$ cat src/rtl/vmi_pkg.sv
package vmi_pkg;
  localparam int NSRC   = 64;
  localparam int WORD_W = 32;

  localparam int EXT_FIRST  = 19;
  localparam int EXT_LAST   = 25;
  localparam int PORT_FIRST = 48;
  localparam int PORT_LAST  = 63;

  typedef enum logic [1:0] {
    SK_INT  = 2'd0,
    SK_EXT  = 2'd1,
    SK_PORT = 2'd2
  } sense_kind_e;

  typedef enum logic [2:0] {
    RA_PEND_HI = 3'd0,
    RA_PEND_LO = 3'd1,
    RA_MASK_HI = 3'd2,
    RA_MASK_LO = 3'd3,
    RA_ESEL    = 3'd4,
    RA_VECT    = 3'd5
  } reg_addr_e;

  function automatic sense_kind_e src_kind(input int s);
    if (s >= EXT_FIRST && s <= EXT_LAST) return SK_EXT;
    if (s >= PORT_FIRST && s <= PORT_LAST) return SK_PORT;
    return SK_INT;
  endfunction

  // word selection for a source
  function automatic bit src_in_hi(input int s);
    return (s < 16) || (s >= 32 && s < 48);
  endfunction

  // bit position inside the selected word
  function automatic int src_bitpos(input int s);
    if (s == 0)  return 0;
    if (s < 16)  return 16 - s;
    if (s < 19)  return 18 - s;
    if (s < 31)  return 33 - s;
    if (s == 31) return 0;
    if (s < 48)  return 63 - s;
    return s - 32;
  endfunction

  // edge-select bit of a programmable source
  function automatic int esel_pos(input int s);
    if (src_kind(s) == SK_EXT) return 33 - s;
    return s - 32;
  endfunction

  function automatic logic [WORD_W-1:0] esel_impl();
    logic [WORD_W-1:0] m;
    m = '0;
    for (int s = 0; s < NSRC; s++)
      if (src_kind(s) != SK_INT) m[esel_pos(s)] = 1'b1;
    return m;
  endfunction
endpackage

$ cat src/rtl/vmi_sync.sv
module vmi_sync #(
  parameter int STAGES = 2
) (
  input  logic clk,
  input  logic rst_n,
  input  logic d,
  output logic q
);
  logic [STAGES-1:0] chain;

  always_ff @(posedge clk or negedge rst_n) begin
    if (!rst_n) begin
      chain <= '0;
    end else begin
      chain[0] <= d;
      for (int i = 1; i < STAGES; i++) chain[i] <= chain[i-1];
    end
  end

  assign q = chain[STAGES-1];
endmodule

$ cat src/rtl/vmi_sense_cell.sv
module vmi_sense_cell
  import vmi_pkg::*;
#(
  parameter sense_kind_e KIND = SK_INT
) (
  input  logic clk,
  input  logic rst_n,
  input  logic act,    // request active, high-true
  input  logic esel,   // edge-select bit for this source
  input  logic clr,    // write-one-to-clear strobe for this source
  output logic pend
);
  logic prev_q;
  logic level_mode;
  logic rise_only;
  logic evt;

  always_comb begin
    level_mode = (KIND == SK_INT) || ((KIND == SK_EXT) && !esel);
    rise_only  = (KIND != SK_PORT) || esel;
    evt        = rise_only ? (act & ~prev_q) : (act ^ prev_q);
  end

  always_ff @(posedge clk or negedge rst_n) begin
    if (!rst_n) begin
      prev_q <= 1'b0;
      pend   <= 1'b0;
    end else begin
      prev_q <= act;
      // level: follow the line; edge: sticky, event wins over clear
      pend   <= level_mode ? act : ((pend & ~clr) | evt);
    end
  end
endmodule

$ cat src/rtl/vmi_prio.sv
module vmi_prio #(
  parameter int N  = 64,
  parameter int IW = $clog2(N)
) (
  input  logic [N-1:0]  req,
  output logic          any,
  output logic [IW-1:0] idx
);
  // lowest index wins: scan downwards so the last hit is the lowest
  always_comb begin
    any = 1'b0;
    idx = '0;
    for (int i = N - 1; i >= 0; i--) begin
      if (req[i]) begin
        any = 1'b1;
        idx = IW'(i);
      end
    end
  end
endmodule

$ cat src/rtl/vmi_regs.sv
module vmi_regs
  import vmi_pkg::*;
#(
  parameter int DATA_W = WORD_W,
  parameter int ADDR_W = 3,
  parameter int IDX_W  = 6
) (
  input  logic              clk,
  input  logic              rst_n,
  input  logic [ADDR_W-1:0] addr,
  input  logic [DATA_W-1:0] wdata,
  input  logic              we,
  input  logic [DATA_W-1:0] pend_hi,
  input  logic [DATA_W-1:0] pend_lo,
  input  logic [IDX_W-1:0]  vec_idx,
  output logic [DATA_W-1:0] mask_hi,
  output logic [DATA_W-1:0] mask_lo,
  output logic [DATA_W-1:0] esel,
  output logic              clr_hi,
  output logic              clr_lo,
  output logic [DATA_W-1:0] rdata
);
  localparam logic [DATA_W-1:0] ESEL_MASK = DATA_W'(esel_impl());
  localparam int PAD_W = DATA_W - IDX_W;

  logic [DATA_W-1:0] rd_mux;

  always_comb begin
    clr_hi = we && (addr == ADDR_W'(RA_PEND_HI));
    clr_lo = we && (addr == ADDR_W'(RA_PEND_LO));
  end

  always_ff @(posedge clk or negedge rst_n) begin
    if (!rst_n) begin
      mask_hi <= '0;
      mask_lo <= '0;
      esel    <= '0;
    end else if (we) begin
      if (addr == ADDR_W'(RA_MASK_HI)) mask_hi <= wdata;
      if (addr == ADDR_W'(RA_MASK_LO)) mask_lo <= wdata;
      if (addr == ADDR_W'(RA_ESEL))    esel    <= wdata & ESEL_MASK;
    end
  end

  always_comb begin
    case (addr)
      ADDR_W'(RA_PEND_HI): rd_mux = pend_hi;
      ADDR_W'(RA_PEND_LO): rd_mux = pend_lo;
      ADDR_W'(RA_MASK_HI): rd_mux = mask_hi;
      ADDR_W'(RA_MASK_LO): rd_mux = mask_lo;
      ADDR_W'(RA_ESEL):    rd_mux = esel;
      ADDR_W'(RA_VECT):    rd_mux = {vec_idx, {PAD_W{1'b0}}};
      default:             rd_mux = '0;
    endcase
  end

  always_ff @(posedge clk or negedge rst_n) begin
    if (!rst_n) rdata <= '0;
    else        rdata <= rd_mux;
  end
endmodule

$ cat src/rtl/vecmap_intc.sv
module vecmap_intc
  import vmi_pkg::*;
#(
  parameter int DATA_W      = WORD_W,
  parameter int ADDR_W      = 3,
  parameter int SYNC_STAGES = 2
) (
  input  logic              clk,
  input  logic              rst_n,
  input  logic [NSRC-1:0]   src_n,
  input  logic [ADDR_W-1:0] bus_addr,
  input  logic [DATA_W-1:0] bus_wdata,
  input  logic              bus_we,
  output logic [DATA_W-1:0] bus_rdata,
  output logic              irq_o
);
  localparam int IDX_W = $clog2(NSRC);

  logic [NSRC-1:0]   act;
  logic [NSRC-1:0]   pend;
  logic [NSRC-1:0]   esel_src;
  logic [NSRC-1:0]   clr_src;
  logic [NSRC-1:0]   req;
  logic [DATA_W-1:0] pend_hi, pend_lo;
  logic [DATA_W-1:0] mask_hi, mask_lo;
  logic [DATA_W-1:0] esel_q;
  logic              clr_hi, clr_lo;
  logic [IDX_W-1:0]  vec_idx;

  for (genvar s = 0; s < NSRC; s++) begin : g_src
    localparam sense_kind_e KIND  = src_kind(s);
    localparam bit          IN_HI = src_in_hi(s);
    localparam int          BITP  = src_bitpos(s);

    if (KIND == SK_INT) begin : g_direct
      assign act[s]      = ~src_n[s];
      assign esel_src[s] = 1'b0;
    end else begin : g_synced
      localparam int EPOS = esel_pos(s);
      vmi_sync #(.STAGES(SYNC_STAGES)) u_sync (
        .clk   (clk),
        .rst_n (rst_n),
        .d     (~src_n[s]),
        .q     (act[s])
      );
      assign esel_src[s] = esel_q[EPOS];
    end

    if (IN_HI) begin : g_hi
      assign clr_src[s] = clr_hi & bus_wdata[BITP];
    end else begin : g_lo
      assign clr_src[s] = clr_lo & bus_wdata[BITP];
    end

    vmi_sense_cell #(.KIND(KIND)) u_cell (
      .clk   (clk),
      .rst_n (rst_n),
      .act   (act[s]),
      .esel  (esel_src[s]),
      .clr   (clr_src[s]),
      .pend  (pend[s])
    );

    if (s == 0) begin : g_rsvd
      assign req[s] = 1'b0;    // source 0 never requests
    end else if (IN_HI) begin : g_req_hi
      assign req[s] = pend[s] & mask_hi[BITP];
    end else begin : g_req_lo
      assign req[s] = pend[s] & mask_lo[BITP];
    end
  end

  // word views, shared positions show either source
  always_comb begin
    pend_hi = '0;
    pend_lo = '0;
    for (int s = 0; s < NSRC; s++) begin
      if (src_in_hi(s)) pend_hi[src_bitpos(s)] |= pend[s];
      else              pend_lo[src_bitpos(s)] |= pend[s];
    end
  end

  vmi_prio #(.N(NSRC), .IW(IDX_W)) u_prio (
    .req (req),
    .any (irq_o),
    .idx (vec_idx)
  );

  vmi_regs #(.DATA_W(DATA_W), .ADDR_W(ADDR_W), .IDX_W(IDX_W)) u_regs (
    .clk     (clk),
    .rst_n   (rst_n),
    .addr    (bus_addr),
    .wdata   (bus_wdata),
    .we      (bus_we),
    .pend_hi (pend_hi),
    .pend_lo (pend_lo),
    .vec_idx (vec_idx),
    .mask_hi (mask_hi),
    .mask_lo (mask_lo),
    .esel    (esel_q),
    .clr_hi  (clr_hi),
    .clr_lo  (clr_lo),
    .rdata   (bus_rdata)
  );
endmodule

$ cat config.mk
export PLATFORM = sky130hd
export DESIGN_NAME = vecmap_intc
export DESIGN_NICKNAME = d
export VERILOG_FILES = /design/src/rtl/vmi_pkg.sv /design/src/rtl/vmi_sync.sv /design/src/rtl/vmi_sense_cell.sv /design/src/rtl/vmi_prio.sv /design/src/rtl/vmi_regs.sv /design/src/rtl/vecmap_intc.sv
export SDC_FILE = /design/constraint.sdc
export NUM_CORES = 1
export LEC_CHECK = 0
export BUFFER_PORTS_ARGS = -buffer_cell sky130_fd_sc_hd__buf_2
export CAP_MARGIN = 30
export CORE_MARGIN = 5
export CORE_UTILIZATION = 64
export CTS_BUF_LIST = sky130_fd_sc_hd__clkbuf_8
export DETAILED_ROUTE_END_ITERATION = 12
export MAX_ROUTING_LAYER = met4
export PLACE_DENSITY = 0.87
export SETUP_SLACK_MARGIN = 0.15
export SLEW_MARGIN = 20
export SYNTH_ARGS = -nofsm -noshare
export SYNTH_HDL_FRONTEND = slang
export SYNTH_SLANG_ARGS = --single-unit
$ cat constraint.sdc
create_clock -name clk -period 2.9 [get_ports clk]
set_input_delay 0.58 -clock clk [delete_from_list [all_inputs] [get_ports clk]]
set_output_delay 0.58 -clock clk [all_outputs]
set_load 0.01 [all_outputs]
==> flow_metrics.env, run 1 <==
export IMPL_crit_chain="a22oi_2, nand4_1, or3_4, nor4_4, and3_1, nand3_2, buf_6"
export IMPL_cp_end_kind="primary output"
export IMPL_synth_area_leaders="dfrtp_1 (60%), mux2_2 (9.1%), mux4_2 (4.3%)"
export IMPL_synthAdderAreaFrac_pct=1.90
export IMPL_setup_tns_ns=-0.108
export IMPL_period_needed_ns=3.01
export IMPL_area_growth_pct=17.8
export IMPL_synth_fp_nets=937
export IMPL_status="finished, violations left"
export IMPL_pin_count=135
export IMPL_worst_ep_required_time_ns=2.32
export IMPL_dpl_cell_count=1159
export IMPL_syn_inst=819
export IMPL_synth_area_leader_cell="dfrtp_1"
export IMPL_num_fill_cells=978
export IMPL_reg2reg_slack_ns=0.89
export IMPL_synth_cell_types=54
export IMPL_cts_sinks=252
export IMPL_port_buffers=134
export IMPL_hp_class="input pin to async pin"
export IMPL_routed_wl_um=25700
export IMPL_wl_per_cell_um=20.9
export IMPL_drcViolationCount=0
export IMPL_synthMuxAreaShare_pct=15.6
export IMPL_hpwl_um=17600
export IMPL_failed_checks="negative setup slack"
export IMPL_fp_coreArea_um2=16000
export IMPL_final_common_cell="dfrtp_1"
export IMPL_cp_max_fo=2
export IMPL_drive_above_1_share_pct=32.9
export IMPL_leakagePower_nw=5.97
export IMPL_maxCapViolCount=0
export IMPL_synthXorXnorAreaFrac_pct=0
export IMPL_setup_viol=1
export IMPL_ys_seq_area_share_pct=59.9
export IMPL_first_global_vias=7943
export IMPL_grt_max_degree=75
export IMPL_final_cells=1232
export IMPL_ys_warn_count=0
export IMPL_ant_nets=0
export IMPL_numCtsBuffers=39
export IMPL_fin_nets=1108
export IMPL_p_total_mw=8.75
export IMPL_first_iter_violations=901
export IMPL_antenna_found_initial=1
export IMPL_finClkSkew_ns=0.0178
export IMPL_die_h_um=138
export IMPL_rows=46
export IMPL_path_clk_slew_ns=0.06
export IMPL_clockBufferDepth=3
export IMPL_report_final_slew_viol_count=0
export IMPL_synth_edff_count=0
export IMPL_place_worst_setup_slack_ns=0.341
export IMPL_synth_top_family_by_area="multiplexers"
export IMPL_final_cell_mix="dfrtp_1 (252), buf_2 (132), inv_1 (94)"
export IMPL_grt_overflow=0
export IMPL_slowest_stage="or3_4"
export IMPL_vias=7497
export IMPL_cp_arrival_ns=2.43
export IMPL_cts_tree="yes"
export IMPL_hold_buffers=0
export IMPL_cts_root_buffer="clkbuf_8"
export IMPL_fin_crit_sh_pct=104
export IMPL_ys_ff_latch=252
export IMPL_fin_ws_ns=-0.108
export IMPL_slew_headroom_pct=56.8
export IMPL_die_w_um=138
export IMPL_yosys_area_share_simple_pct=7.25
export IMPL_rsz0062_at_grt="yes"
export IMPL_max_stage_delay_ns=0.43
export IMPL_dieArea_um2=19100
export IMPL_htreeDepth=2
export IMPL_clock_fmax_mhz=332
export IMPL_p_per_area_nw_per_um2=706
export IMPL_start_kind="register"
export IMPL_worstMarginPinSlew_ns=0.648
export IMPL_synth_top_area_share_pct=59.9
export IMPL_syn_avg_cell_area_um2=12.8
export IMPL_start_util_pct=65.7
export IMPL_gp_congestion=0.930
export IMPL_grt_use_total_pct=28.3
export IMPL_grt_pass1_wl_um=42300
export IMPL_vias_per_cell=6.09
export IMPL_firstDrtPassIters=5
export IMPL_synthArstFlopShare_pct=100
export IMPL_irDropWorstVdd_mv=0.487
export IMPL_synth_ff_type="dfrtp_1"
export IMPL_worstSkewPairLatency_ns=0.53
export IMPL_fin_util_pct=77.5
export IMPL_synth_area_um2=10500
export IMPL_hold_viol_final=0
export IMPL_synth_compound_area_share_pct=11.0
export IMPL_critical_path_class="register to primary output"
[cell usage after synthesis (4+ instances only)]
library cell,count
buf_4,4
and2_1,15
nand2_1,77
ha_1,16
buf_2,14
nand3_1,11
mux2_2,85
a221o_1,20
a32o_1,15
and3_1,6
o21ai_0,10
inv_1,84
o2111ai_1,5
a21oi_1,19
a22oi_1,20
dfrtp_1,252
a22o_1,15
o22ai_1,10
mux4_2,20
mux2i_1,21
nor2_1,39
a221oi_1,5
nand4_1,5
a32oi_1,4
clkbuf_1,7
[worst max-delay path, delay by kind of cell (launching register included)]
kind | cells | cell delay (ns)
flip-flops | 1 | 0.40
AND/OR/NAND/NOR | 5 | 1.12
AO/OA/AOI/OAI | 1 | 0.22
buffers and inverters | 1 | 0.15
[what timing repair did]
| action | CTS | global route |
|---|---|---|
| resized for setup | 8 | 1 |
| setup buffers | 5 | 1 |
| endpoints found under the setup margin | 1 | 1 |
| pin swaps | 4 | 1 |
[state kept, by name, summed over array words and instances (netlist names)]
| register | count |
|---|---|
| g_src.g_synced.u_sync.chain | 46 |
| g_src.u_cell.pend | 64 |
| g_src.u_cell.prev_q | 23 |
| u_regs.esel | 23 |
| u_regs.mask_hi | 32 |
| u_regs.mask_lo | 32 |
| u_regs.rdata | 32 |
[routing by layer]
layer	track usage [%]	wire (µm)	up-vias
li1	-	-	3279
met1	38.1	10400	3743
met2	44.1	12500	414
met3	6.00	2200	61
met4	8.63	650	0
met5	-	0	-
[through the flow]
stage | hold WS, ns | instance area (µm²)
2_1_floorplan | 0.284 | 10500
3_3_place_gp | 0.332 | 11500
3_5_place_dp | 0.335 | 11500
4_1_cts | 0.0371 | 12400
5_1_grt | 0.0515 | 12400
6_report | 0.0291 | 12400
[cell type report]
type	instances	area [µm²]	share of cell area, %
multi-input cells	456	3820	30.8
repair buffers	157	922	7.44
clock inverters	15	62.6	0.505
well taps	216	270	2.18
clock buffers	51	702	5.66
flip-flops and latches	252	6310	50.9
inverters	84	315	2.54
diodes	1	2.50	0.0202
[path summary, 6_finish.rpt]
| kind | startpoint | end | depth (start not counted) |
|---|---|---|---|
| worst max-delay path | u_regs.mask_hi[25]$_DFFE_PN0P_ | irq_o | 7 |
| worst min register to register | g_src[25].g_synced.u_sync.chain[0]$_DFF_PN0_ | g_src[25].g_synced.u_sync.chain[1]$_DFF_PN0_ | 0 |
| worst max register to register | g_src[3].u_cell.pend$_DFF_PN0_ | u_regs.rdata[31]$_DFF_PN0_ | 6 |
| min in group clk | src_n[42] | g_src[42].u_cell.pend$_DFF_PN0_ | 2 |
| max in group asynchronous | rst_n | u_regs.mask_hi[30]$_DFFE_PN0P_ | 2 |
| worst min-delay path | rst_n | g_src[54].g_synced.u_sync.chain[0]$_DFF_PN0_ | 1 |
[cell families after synthesis]
| family | after synthesis |
|---|---|
| DFF | 252 |
| adders and majority gates | 16 |
| muxes | 128 |
| and+or+nand+nor | 167 |
| buffers and inverters | 111 |
| AOI/OAI and AO/OA | 145 |
[report_power, final]
group,switching (mW),internal (mW),total (mW)
registers,0.421,3.96,4.38
clock network,1.29,1.56,2.86
logic,0.754,0.758,1.51
No activity file was read; power rests on OpenSTA's default activity.
==> inputs of run 2 (changes only) <==
--- a/config.mk
+++ b/config.mk
@@ -13,6 +13,7 @@
 export DETAILED_ROUTE_END_ITERATION = 12
 export MAX_ROUTING_LAYER = met4
 export PLACE_DENSITY = 0.87
+export RECOVER_POWER = 25
 export SETUP_SLACK_MARGIN = 0.15
 export SLEW_MARGIN = 20
 export SYNTH_ARGS = -nofsm -noshare
==> run 2 against run 1 <==
  * The flow finishes with violations (max-capacitance violations, max-slew violations, negative setup slack)
  * Register-to-register slack barely moved
  * Final area is essentially flat
  * Total power about the same
  * Sequential power hardly changed
  * Count of clock-buffer cells in the layout unchanged
  * Core utilization decreased by 0.070 points
  * Non-clock buffer count did not move
  * Largest cell class unchanged
  * Largest power group unchanged
==> flow_metrics.env, run 2 (synthesis gave the netlist of run 1 again) <==
export IMPL_status="finished, violations left"
export IMPL_failed_checks="max-capacitance violations, max-slew violations, negative setup slack"
export IMPL_hp_class="input pin to register"
export IMPL_leakagePower_nw=5.96
export IMPL_cp_max_fo=3
export IMPL_r2r_start="g_src[3].u_cell.pend$_DFF_PN0_"
export IMPL_pin_count=135
export IMPL_hold_slack_ns=0.189
export IMPL_r2r_end="u_regs.rdata[31]$_DFF_PN0_"
export IMPL_grt_use_total_pct=28.3
export IMPL_cp_top_family="simple AND/OR/NAND/NOR gates"
export IMPL_largest_reg_flops=64
export IMPL_cts_root_buffer="clkbuf_8"
export IMPL_area_growth_pct=17.7
export IMPL_fin_crit_sh_pct=104
export IMPL_post_dp_cell_area_um2=11500
export IMPL_antenna_found_initial=1
export IMPL_worstMarginPinSlew_ns=1.87
export IMPL_fin_ws_ns=-0.115
export IMPL_vias_per_cell=6.16
export IMPL_numCtsBuffers=39
export IMPL_port_buffers=134
export IMPL_worstHoldEndpoint="g_src[42].u_cell.pend$_DFF_PN0_"
export IMPL_reg_largest_list="g_src.u_cell.pend: 64 flops, g_src.g_synced.u_sync.chain: 46 flops"
export IMPL_drcViolationCount=0
export IMPL_die_w_um=138
export IMPL_hpwl_um=17600
export IMPL_p_per_area_nw_per_um2=707
export IMPL_wl_per_cell_um=21.0
export IMPL_fp_coreArea_um2=16000
export IMPL_grt_pass1_wl_um=42300
export IMPL_worst_ep_required_time_ns=2.32
export IMPL_die_h_um=138
export IMPL_rsz0062_at_grt="yes"
export IMPL_cts_tree="yes"
export IMPL_first_global_vias=7943
export IMPL_max_stage_delay_ns=0.42
export IMPL_irDropWorstVdd_mv=0.488
export IMPL_worstSkewPairLatency_ns=0.53
export IMPL_drive_above_1_share_pct=32.8
export IMPL_critical_path_class="register to primary output"
export IMPL_vias=7583
export IMPL_maxCapViolCount=1
export IMPL_hold_start="src_n[42]"
export IMPL_first_iter_violations=788
export IMPL_firstDrtPassIters=6
export IMPL_setup_viol=1
export IMPL_final_common_cell="dfrtp_1"
export IMPL_start_kind="register"
export IMPL_path_clk_slew_ns=0.07
export IMPL_cp_arrival_ns=2.44
export IMPL_hold_viol_final=0
export IMPL_gp_congestion=0.930
export IMPL_stdcell_area_um2=12400
export IMPL_largest_register="g_src.u_cell.pend"
export IMPL_clock_fmax_mhz=332
export IMPL_fin_nets=1108
export IMPL_crit_chain="a22oi_2, nand2_1, or3_4, nor4_4, and3_1, nand3_2, buf_6"
export IMPL_reg2reg_slack_ns=0.90
export IMPL_ant_nets=0
export IMPL_grt_overflow=0
export IMPL_finClkSkew_ns=0.0162
export IMPL_cts_sinks=252
export IMPL_rr_worst_depth=6
export IMPL_report_final_slew_viol_count=72
export IMPL_period_needed_ns=3.02
export IMPL_rows=46
export IMPL_routed_wl_um=25800
export IMPL_num_fill_cells=979
export IMPL_cp_end_kind="primary output"
export IMPL_dieArea_um2=19100
export IMPL_hold_buffers=0
export IMPL_htreeDepth=2
export IMPL_grt_max_degree=75
export IMPL_start_util_pct=65.7
export IMPL_clockBufferDepth=3
export IMPL_slew_headroom_pct=-24.7
export IMPL_slowest_stage="dfrtp_1"
export IMPL_path_buf_inv=1
export IMPL_final_cell_mix="dfrtp_1 (252), buf_2 (131), inv_1 (94)"
export IMPL_holdPathStages=2
run 2: worst max path at each step:
stage                                    start  cells past startpoint     to  slack, ns
2_1_floorplan  g_src[34].u_cell.pend$_DFF_PN0_                      6  irq_o       0.74
3_3_place_gp   g_src[34].u_cell.pend$_DFF_PN0_                      7  irq_o       0.41
6_report       g_src[44].u_cell.pend$_DFF_PN0_                      7  irq_o      -0.12
5_1_grt         u_regs.mask_hi[29]$_DFFE_PN0P_                      7  irq_o      -0.20
4_1_cts         u_regs.mask_hi[25]$_DFFE_PN0P_                      7  irq_o      -0.09
3_5_place_dp    u_regs.mask_hi[17]$_DFFE_PN0P_                      7  irq_o       0.34
run 2: stage by stage:
stage | TNS (ns) | worst slack, ns | std cells | power, mW | utilization (%)
2_1_floorplan | 0 | 0.744 | 819 | 5.25 | -
3_3_place_gp | 0 | 0.406 | 1159 | 5.78 | 72.1
3_5_place_dp | 0 | 0.341 | 1159 | 5.86 | 72.1
4_1_cts | -0.0950 | -0.0950 | 1230 | 8.78 | 77.4
5_1_grt | -0.203 | -0.203 | 1232 | 9.17 | 77.4
6_report | -0.115 | -0.115 | 1232 | 8.75 | 77.4
run 2: power breakdown:
group          leakage, nW  internal (mW)  switching (mW)  total, mW
logic                 2.56          0.757           0.757       1.51
registers             2.96           3.96           0.422       4.38
clock network        0.440           1.56            1.29       2.86
total                 5.96           6.28            2.47       8.75
run 2: area by class of cell:
type,instances,area (µm²),share of cell area [%]
flip-flops and latches,252,6310,50.9
clock inverters,15,62.6,0.505
diodes,1,2.50,0.0202
clock buffers,51,702,5.67
repair buffers,157,911,7.35
multi-input cells,456,3820,30.8
well taps,216,270,2.18
inverters,84,315,2.55
run 2: per-layer routing:
layer,up-vias,share of wire [%],GRT usage [%]
li1,3292,-,-
met5,-,0,-
met4,0,3.0,8.63
met3,74,8.9,6.00
met2,448,48,44.1
met1,3769,40,38.1
run 2: timing repair:
action	4_1_cts	5_1_grt
hold endpoints to repair	0	0
endpoints found under the setup margin	1	1
resized for setup	8	1
setup buffers	5	1
pin swaps	4	1
